`src/rtl/ssp_pkg.sv`:
```
package ssp_pkg;

    localparam int SEL_W = 5;
    localparam int EXP_W = 3;
    localparam logic [SEL_W-1:0] SEL_SLOW      = 5'b00000;
    localparam logic [SEL_W-1:0] SEL_SLOW_HALF = 5'b00001;
    localparam logic [SEL_W-1:0] SEL_EXTERNAL  = 5'b11000;
    localparam logic [15:0]      MODE_RW_MASK  = 16'h7F0F;

    typedef enum logic [1:0] {
        SHIFT_IDLE = 2'd0,
        SHIFT_RUN  = 2'd1,
        SHIFT_END  = 2'd2
    } shift_state_e;

    typedef struct packed {
        logic             edge_inv;
        logic             rest_low;
        logic [SEL_W-1:0] sel;
    } clk_cfg_t;

    typedef struct packed {
        logic             external;
        logic             fast;
        logic [EXP_W-1:0] div_exp;
    } clk_src_t;

endpackage

```
`src/rtl/ssp_mode_reg.sv`:
```
module ssp_mode_reg
    import ssp_pkg::*;
(
    input  logic        clk,
    input  logic        rst_n,
    input  logic        busy,
    input  logic        wr_lo,
    input  logic        wr_hi,
    input  logic [15:0] wdata,
    output logic [15:0] rdata,
    output clk_cfg_t    cfg
);

    logic [15:0] word_q;

    always_ff @(posedge clk or negedge rst_n) begin
        if (!rst_n) begin
            word_q <= '0;
        end else if (!busy) begin
            if (wr_hi) word_q[15:8] <= wdata[15:8] & MODE_RW_MASK[15:8];
            if (wr_lo) word_q[7:0]  <= wdata[7:0]  & MODE_RW_MASK[7:0];
        end
    end

    always_comb begin
        rdata        = word_q;
        cfg.edge_inv = word_q[14];
        cfg.rest_low = word_q[13];
        cfg.sel      = word_q[12:8];
    end

    // the register is frozen while a transfer runs
    a_r3_write_locked: assert property (@(posedge clk) disable iff (!rst_n)
        (busy && (wr_lo || wr_hi)) |=> (word_q == $past(word_q)));

endmodule

```
`src/rtl/ssp_src_decode.sv`:
```
module ssp_src_decode
    import ssp_pkg::*;
(
    input  logic [SEL_W-1:0] sel,
    output clk_src_t         src
);

    always_comb begin
        src = '0;
        if (sel == SEL_EXTERNAL) begin
            src.external = 1'b1;
        end else if (sel == SEL_SLOW_HALF) begin
            src.div_exp = EXP_W'(1);
        end else if (sel[SEL_W-1:SEL_W-2] == 2'b10) begin
            src.fast    = 1'b1;
            src.div_exp = sel[EXP_W-1:0];
        end
    end

endmodule

```
`src/rtl/ssp_clk_gen.sv`:
```
module ssp_clk_gen
    import ssp_pkg::*;
#(
    parameter int SYNC_STAGES = 2
) (
    input  logic     clk,
    input  logic     rst_n,
    input  logic     run,
    input  clk_src_t src,
    input  logic     lsclk_en,
    input  logic     hsclk_en,
    input  logic     sck_in,
    output logic     tick
);

    localparam int CNT_W = (1 << EXP_W) - 1;

    logic [SYNC_STAGES:0] sync_q;
    logic [CNT_W-1:0]     div_q;
    logic [CNT_W-1:0]     div_lim;
    logic                 src_en;
    logic                 ext_edge;
    logic                 master_tick;

    generate
        for (genvar i = 0; i <= SYNC_STAGES; i++) begin : g_sync
            if (i == 0) begin : g_first
                always_ff @(posedge clk or negedge rst_n) begin
                    if (!rst_n) sync_q[0] <= 1'b0;
                    else        sync_q[0] <= sck_in;
                end
            end else begin : g_next
                always_ff @(posedge clk or negedge rst_n) begin
                    if (!rst_n) sync_q[i] <= 1'b0;
                    else        sync_q[i] <= sync_q[i-1];
                end
            end
        end
    endgenerate

    always_comb begin
        ext_edge    = sync_q[SYNC_STAGES] ^ sync_q[SYNC_STAGES-1];
        div_lim     = ~({CNT_W{1'b1}} << src.div_exp);
        src_en      = src.fast ? hsclk_en : lsclk_en;
        master_tick = run && src_en && (div_q == div_lim);
        tick        = src.external ? (run && ext_edge) : master_tick;
    end

    always_ff @(posedge clk or negedge rst_n) begin
        if (!rst_n) begin
            div_q <= '0;
        end else if (!run) begin
            div_q <= '0;
        end else if (src_en && !src.external) begin
            div_q <= (div_q == div_lim) ? '0 : div_q + 1'b1;
        end
    end

    // the prescaler never passes the selected half-period
    a_r4_div_in_range: assert property (@(posedge clk) disable iff (!rst_n)
        run |-> (div_q <= div_lim));

endmodule

```
`src/rtl/ssp_shift_ctrl.sv`:
```
module ssp_shift_ctrl
    import ssp_pkg::*;
#(
    parameter int DATA_W = 8
) (
    input  logic              clk,
    input  logic              rst_n,
    input  logic              start,
    input  logic [DATA_W-1:0] tx_data,
    input  logic              sdi,
    input  logic              tick,
    input  logic              external,
    input  logic              edge_inv,
    input  logic              rest_low,
    output logic              run,
    output logic              busy,
    output logic              done,
    output logic              sdo,
    output logic              sck_level,
    output logic [DATA_W-1:0] rx_data
);

    localparam int HALF_N = 2 * DATA_W;
    localparam int HALF_W = $clog2(HALF_N);
    localparam logic [HALF_W-1:0] HALF_LAST = HALF_W'(HALF_N - 1);

    shift_state_e      state_q, state_d;
    logic [HALF_W-1:0] half_q;
    logic [DATA_W-1:0] tx_q, rx_q;
    logic              sck_q;
    logic              rest_lvl;
    logic              sample_on_lead;
    logic              capture;

    always_comb begin
        rest_lvl       = ~rest_low;
        sample_on_lead = rest_low ^ edge_inv;
        capture        = (~half_q[0]) == sample_on_lead;
    end

    always_ff @(posedge clk or negedge rst_n) begin
        if (!rst_n) state_q <= SHIFT_IDLE;
        else        state_q <= state_d;
    end

    always_comb begin
        state_d = state_q;
        unique case (state_q)
            SHIFT_IDLE: if (start) state_d = SHIFT_RUN;
            SHIFT_RUN:  if (tick && half_q == HALF_LAST) state_d = SHIFT_END;
            SHIFT_END:  state_d = SHIFT_IDLE;
            default:    state_d = SHIFT_IDLE;
        endcase
    end

    always_ff @(posedge clk or negedge rst_n) begin
        if (!rst_n) begin
            half_q <= '0;
            tx_q   <= '0;
            rx_q   <= '0;
            sck_q  <= 1'b1;
        end else begin
            unique case (state_q)
                SHIFT_IDLE: begin
                    sck_q <= rest_lvl;
                    if (start) begin
                        tx_q   <= tx_data;
                        half_q <= '0;
                    end
                end
                SHIFT_RUN: begin
                    if (tick) begin
                        half_q <= half_q + 1'b1;
                        if (!external) sck_q <= ~sck_q;
                        if (capture)
                            rx_q <= {rx_q[DATA_W-2:0], sdi};
                        else if (half_q != '0)
                            tx_q <= {tx_q[DATA_W-2:0], 1'b0};
                    end
                end
                default: ;
            endcase
        end
    end

    always_comb begin
        run       = (state_q == SHIFT_RUN);
        busy      = (state_q != SHIFT_IDLE);
        done      = (state_q == SHIFT_END);
        sck_level = run ? sck_q : rest_lvl;
        sdo       = tx_q[DATA_W-1];
        rx_data   = rx_q;
    end

    // done lasts exactly one cycle
    a_r8_done_single: assert property (@(posedge clk) disable iff (!rst_n)
        done |=> !done);

    // sixteen toggles bring the clock back to its rest level
    a_r5_rest_at_end: assert property (@(posedge clk) disable iff (!rst_n)
        (state_q == SHIFT_END) |-> (sck_q == rest_lvl));

    // the bit position only advances on a clock tick
    a_r4_half_on_tick: assert property (@(posedge clk) disable iff (!rst_n)
        (state_q == SHIFT_RUN && !tick) |=> (half_q == $past(half_q)));

    // a start while busy does not restart the count
    a_r9_start_ignored: assert property (@(posedge clk) disable iff (!rst_n)
        (state_q == SHIFT_RUN && start && !tick) |=> (state_q == SHIFT_RUN && half_q == $past(half_q)));

endmodule

```
`src/rtl/sync_serial_port.sv`:
```
module sync_serial_port
    import ssp_pkg::*;
#(
    parameter int DATA_W      = 8,
    parameter int SYNC_STAGES = 2
) (
    input  logic              clk,
    input  logic              rst_n,
    input  logic              reg_wr_lo,
    input  logic              reg_wr_hi,
    input  logic [15:0]       reg_wdata,
    output logic [15:0]       reg_rdata,
    input  logic              lsclk_en,
    input  logic              hsclk_en,
    input  logic              start,
    input  logic [DATA_W-1:0] tx_data,
    output logic [DATA_W-1:0] rx_data,
    output logic              busy,
    output logic              done,
    input  logic              sck_in,
    output logic              sck_out,
    output logic              sck_oe,
    input  logic              sdi,
    output logic              sdo
);

    clk_cfg_t cfg;
    clk_src_t src;
    logic     run;
    logic     tick;

    ssp_mode_reg u_mode (
        .clk   (clk),
        .rst_n (rst_n),
        .busy  (busy),
        .wr_lo (reg_wr_lo),
        .wr_hi (reg_wr_hi),
        .wdata (reg_wdata),
        .rdata (reg_rdata),
        .cfg   (cfg)
    );

    ssp_src_decode u_dec (
        .sel (cfg.sel),
        .src (src)
    );

    ssp_clk_gen #(.SYNC_STAGES(SYNC_STAGES)) u_clk (
        .clk      (clk),
        .rst_n    (rst_n),
        .run      (run),
        .src      (src),
        .lsclk_en (lsclk_en),
        .hsclk_en (hsclk_en),
        .sck_in   (sck_in),
        .tick     (tick)
    );

    ssp_shift_ctrl #(.DATA_W(DATA_W)) u_ctrl (
        .clk       (clk),
        .rst_n     (rst_n),
        .start     (start),
        .tx_data   (tx_data),
        .sdi       (sdi),
        .tick      (tick),
        .external  (src.external),
        .edge_inv  (cfg.edge_inv),
        .rest_low  (cfg.rest_low),
        .run       (run),
        .busy      (busy),
        .done      (done),
        .sdo       (sdo),
        .sck_level (sck_out),
        .rx_data   (rx_data)
    );

    assign sck_oe = ~src.external;

    // in slave mode the port never drives its own clock transitions
    a_r7_slave_quiet: assert property (@(posedge clk) disable iff (!rst_n)
        (!sck_oe && $stable(cfg)) |-> $stable(sck_out));

endmodule

```
`config.mk`:
```
export PLATFORM = sky130hd
export DESIGN_NAME = sync_serial_port
export DESIGN_NICKNAME = d
export VERILOG_FILES = /design/src/rtl/ssp_pkg.sv /design/src/rtl/ssp_mode_reg.sv /design/src/rtl/ssp_src_decode.sv /design/src/rtl/ssp_clk_gen.sv /design/src/rtl/ssp_shift_ctrl.sv /design/src/rtl/sync_serial_port.sv
export SDC_FILE = /design/constraint.sdc
export NUM_CORES = 1
export LEC_CHECK = 0
export ABC_AREA = 1
export BUFFER_PORTS_ARGS = -buffer_cell sky130_fd_sc_hd__buf_4
export CAP_MARGIN = 20
export CORE_AREA = 2 2 73 75
export CTS_BUF_LIST = sky130_fd_sc_hd__clkbuf_2
export DETAILED_ROUTE_END_ITERATION = 12
export DIE_AREA = 0 0 75 77
export PLACE_DENSITY_LB_ADDON = 0.1
export SLEW_MARGIN = 0
export SYNTH_ARGS = -nofsm -noshare
export SYNTH_HDL_FRONTEND = slang
export SYNTH_SLANG_ARGS = --single-unit
```
`constraint.sdc`:
```
create_clock -name clk -period 2.5 [get_ports clk]
set_clock_uncertainty 0.05 [all_clocks]
set_input_delay 0.5 -clock clk [delete_from_list [all_inputs] [get_ports clk]]
set_output_delay 0.5 -clock clk [all_outputs]
set_load 0.03 [all_outputs]
```
==> key figures <==
Timing
  – Hold_ws: 0.121 ns
  – Hold Vio Cnt, Final: 0
  – Slew Viols, Final: 0
  – Min Tclk post-route: 2.28 ns
  – Unrepaired setup endpoints after global routing: no
  – Setup TNS: 0 ns
  – Fmax: 438 MHz
  – Relative slew slack: 0.626
  – Worst-margin pin slew: 0.561 ns
  – Final setup viols: 0
  – Ratio of final minimum period to clock period: 0.914

Floorplan
  – Die span in x: 75 um
  – I/O Pins: 62
  – Core area: 0.00498 mm^2
  – FP Rows: 26
  – Die area: 0.00578 mm^2
  – Die height: 77 um
  – Starting density of the core: 0.474

Critical path
  – CP Data Arrival Time: 1.73 ns
  – Worst Setup Start Kind: flop
  – Critical-path cell with the highest stage delay: dfrtp_1
  – Critical path required time: 1.95 ns
  – Setup CP Type: flop to primary output
  – Cell depth of the worst setup path: 6
  – CP Cell Sequence: inv_1, nor2_4, buf_4, or2_2, nand2_1, buf_4
  – Worst reg2reg path depth: 12
  – CP endpoint kind: primary output
  – Bufs and invs on worst path: 3
  – Crit-path most repeated cell: buf_4
  – Delay-heaviest family, CP: buffers and inverters
  – CP max FO: 16
  – Max incr delay on CP: 0.44 ns

Clock network
  – Clk root buf: clkbuf_2
  – Clock Sink Count: 44
  – Postcts setup bufs: 0
  – Skew-Pair Late Insertion Delay: 0.41 ns
  – Bufs on Longest Clock Path: 2
  – CTS HTree Levels: 2
  – Num CTS Buffers: 5
  – Hold_buf cts: 1
  – Worst-path clk slew: 0.23 ns
  – CTS tree: built
  – Post-CTS Resized: 0

Global routing
  – First-pass GRT wire length: 7900 um
  – Largest net degree at the start of global routing: 45
  – Vias in the first global route: 1,730
  – Initial antenna violation count: 0
  – GRT Overall Usage: 0.176
  – GRT Residual Overflow: 0

Power and ir drop
  – Sw Pwr: 1.65 mW
  – Worst vdd ir: 0.000588 V
  – Sequential Power Share: 0.348
  – Sw Share: 0.490
  – Power per cell area: 1180 mW/mm^2
  – Total power: 3.36 mW
  – Clk pwr share: 0.089
  – Int Pwr: 1.72 mW
  – Comb power frac: 0.562
  – Static leakage: 1.51 nW

Cells and area
  – Register area: 0.00110 mm^2
  – Fill cells: 492
  – Fin cells: 415
  – Area of the multi-input gates: 0.00109 mm^2
  – Final #Nets: 380
  – # diodes: 0
  – Area growth from synthesis to layout: 20.9%
  – Share of cells above drive strength 1: 0.258

Synth
  – Top cells by count, synth: 110 x nand2_1, 43 x dfrtp_1, 26 x inv_1
  – Count leader, synth: nand2_1
  – Post-synthesis cell type count: 34
  – Synth warnings: 0
  – Syn_area_per_cell: 8.17 um^2
  – Sequential fraction of the synthesis area: 0.467
  – Post-synth top area share: 0.456
  – Mapped Area: 0.00236 mm^2
  – #FFs+latches synth: 44
  – Cells after synthesis: 289
  – Post-synth EDFFs: 0
  – Biggest area consumer among synthesized cells: dfrtp_1
  – Prevailing post-synth register cell: dfrtp_1
  – Ranking of synthesized cells by area: dfrtp_1 46%, nand2_1 17%, inv_1 4.1%
  – Asr flop ratio synth: 1.00

Drt
  – Drt wl/cell: 11.4 um
  – DRT iter0 DRCs: 93
  – Drt first pass iters: 4
  – Antenna viol nets, final: 0
  – Vias: 1,954
  – Via density per instance: 4.71
  – DRC: 0
  – WL final: 4710 um

Placement
  – Placed cell count: 406
  – HPWL after DPL: 3520 um
  – I/O Buffers: 51
  – Gpl congestion: 0.820

Worst hold path
  – Hold depth: 1
  – Min-delay worst type: primary input to flop

Run status
  – Status: complete, no violations

Flow run
  – Maxcap violations: 0
## final timing paths
kind	startpoint	endpoint	slack (ns)
max in group asynchronous	rst_n	u_ctrl.sck_q	1.45
max	u_ctrl.state_q[0]	sck_out	0.22
min	sck_in	u_clk.sync_q[0]	0.12
min in group asynchronous	rst_n	u_mode.rdata[9]	0.53
max reg2reg	u_mode.rdata[11]	u_ctrl.tx_q[1]	0.37
min reg2reg	u_clk.sync_q[0]	u_clk.sync_q[1]	0.33
## sequential cells by signal, summed over array words and instances, names as in the netlist
name            cells
u_clk.div_q         7
u_clk.sync_q        3
u_ctrl.half_q       4
u_ctrl.rx_data      8
u_ctrl.sck_q        1
u_ctrl.state_q      2
u_ctrl.tx_q         8
u_mode.rdata       11
## power by group through the flow
stage	Clock, mW	Combinational (mW)	Sequential [mW]
after floorplan	0	1.19	1.38
after global placement	0	1.89	1.19
after detailed placement	0	1.91	1.19
after CTS	0.318	1.92	1.17
after global routing	0.347	2.13	1.21
final	0.300	1.89	1.17
## metrics by stage
stage / util / area (um^2) / setup slack (ns)
6_report: 0.573 / 2850 / 0.216
3_3_place_gp: 0.562 / 2800 / 0.443
4_1_cts: 0.573 / 2850 / 0.171
2_1_floorplan: - / 2370 / 0.268
3_5_place_dp: 0.562 / 2800 / 0.433
5_1_grt: 0.573 / 2850 / 0.0797
## routing by layer
layer	part of all wire	global-route usage	vias to the layer above	wire length, um
met2	0.51	0.284	33	2390
met3	0.041	0.0394	5	195
met5	0	0	-	0
met1	0.44	0.233	902	2080
li1	-	-	1014	-
met4	0.011	0.0482	0	54
## kinds of logic after synthesis
group,Yosys count,share of synthesized area
flip-flops,44,0.467
multiplexers,6,0.0286
AND/OR/NAND/NOR,163,0.320
buffers and inverters,40,0.0753
AO/OA/AOI/OAI,24,0.0620
other,1,0.00159
adder cells (fa/ha/maj),3,0.0159
XOR/XNOR,8,0.0297
## final cells by class
class / instances / area share
well taps: 70 / 0.0307
repair buffers: 55 / 0.146
inverters: 29 / 0.0382
multi-input cells: 209 / 0.384
clock buffers: 5 / 0.00877
flip-flops and latches: 44 / 0.386
clock inverters: 3 / 0.00658
## placed cells by master, fill, tap and decap left out, types with 5 or more instances in the layout
| master | netlist | layout |
|---|---|---|
| o22ai_1 | 6 | 6 |
| dfrtp_1 | 43 | 43 |
| inv_1 | 26 | 26 |
| mux2_2 | 6 | 6 |
| nor2_1 | 17 | 17 |
| conb_1 | 1 | 5 |
| clkbuf_2 | 0 | 5 |
| a21oi_1 | 5 | 5 |
| xor2_1 | 6 | 6 |
| buf_4 | 7 | 54 |
| nand3_1 | 10 | 10 |
| o21ai_0 | 9 | 9 |
| nand2_1 | 110 | 110 |
(Power assumes the default switching activity.)
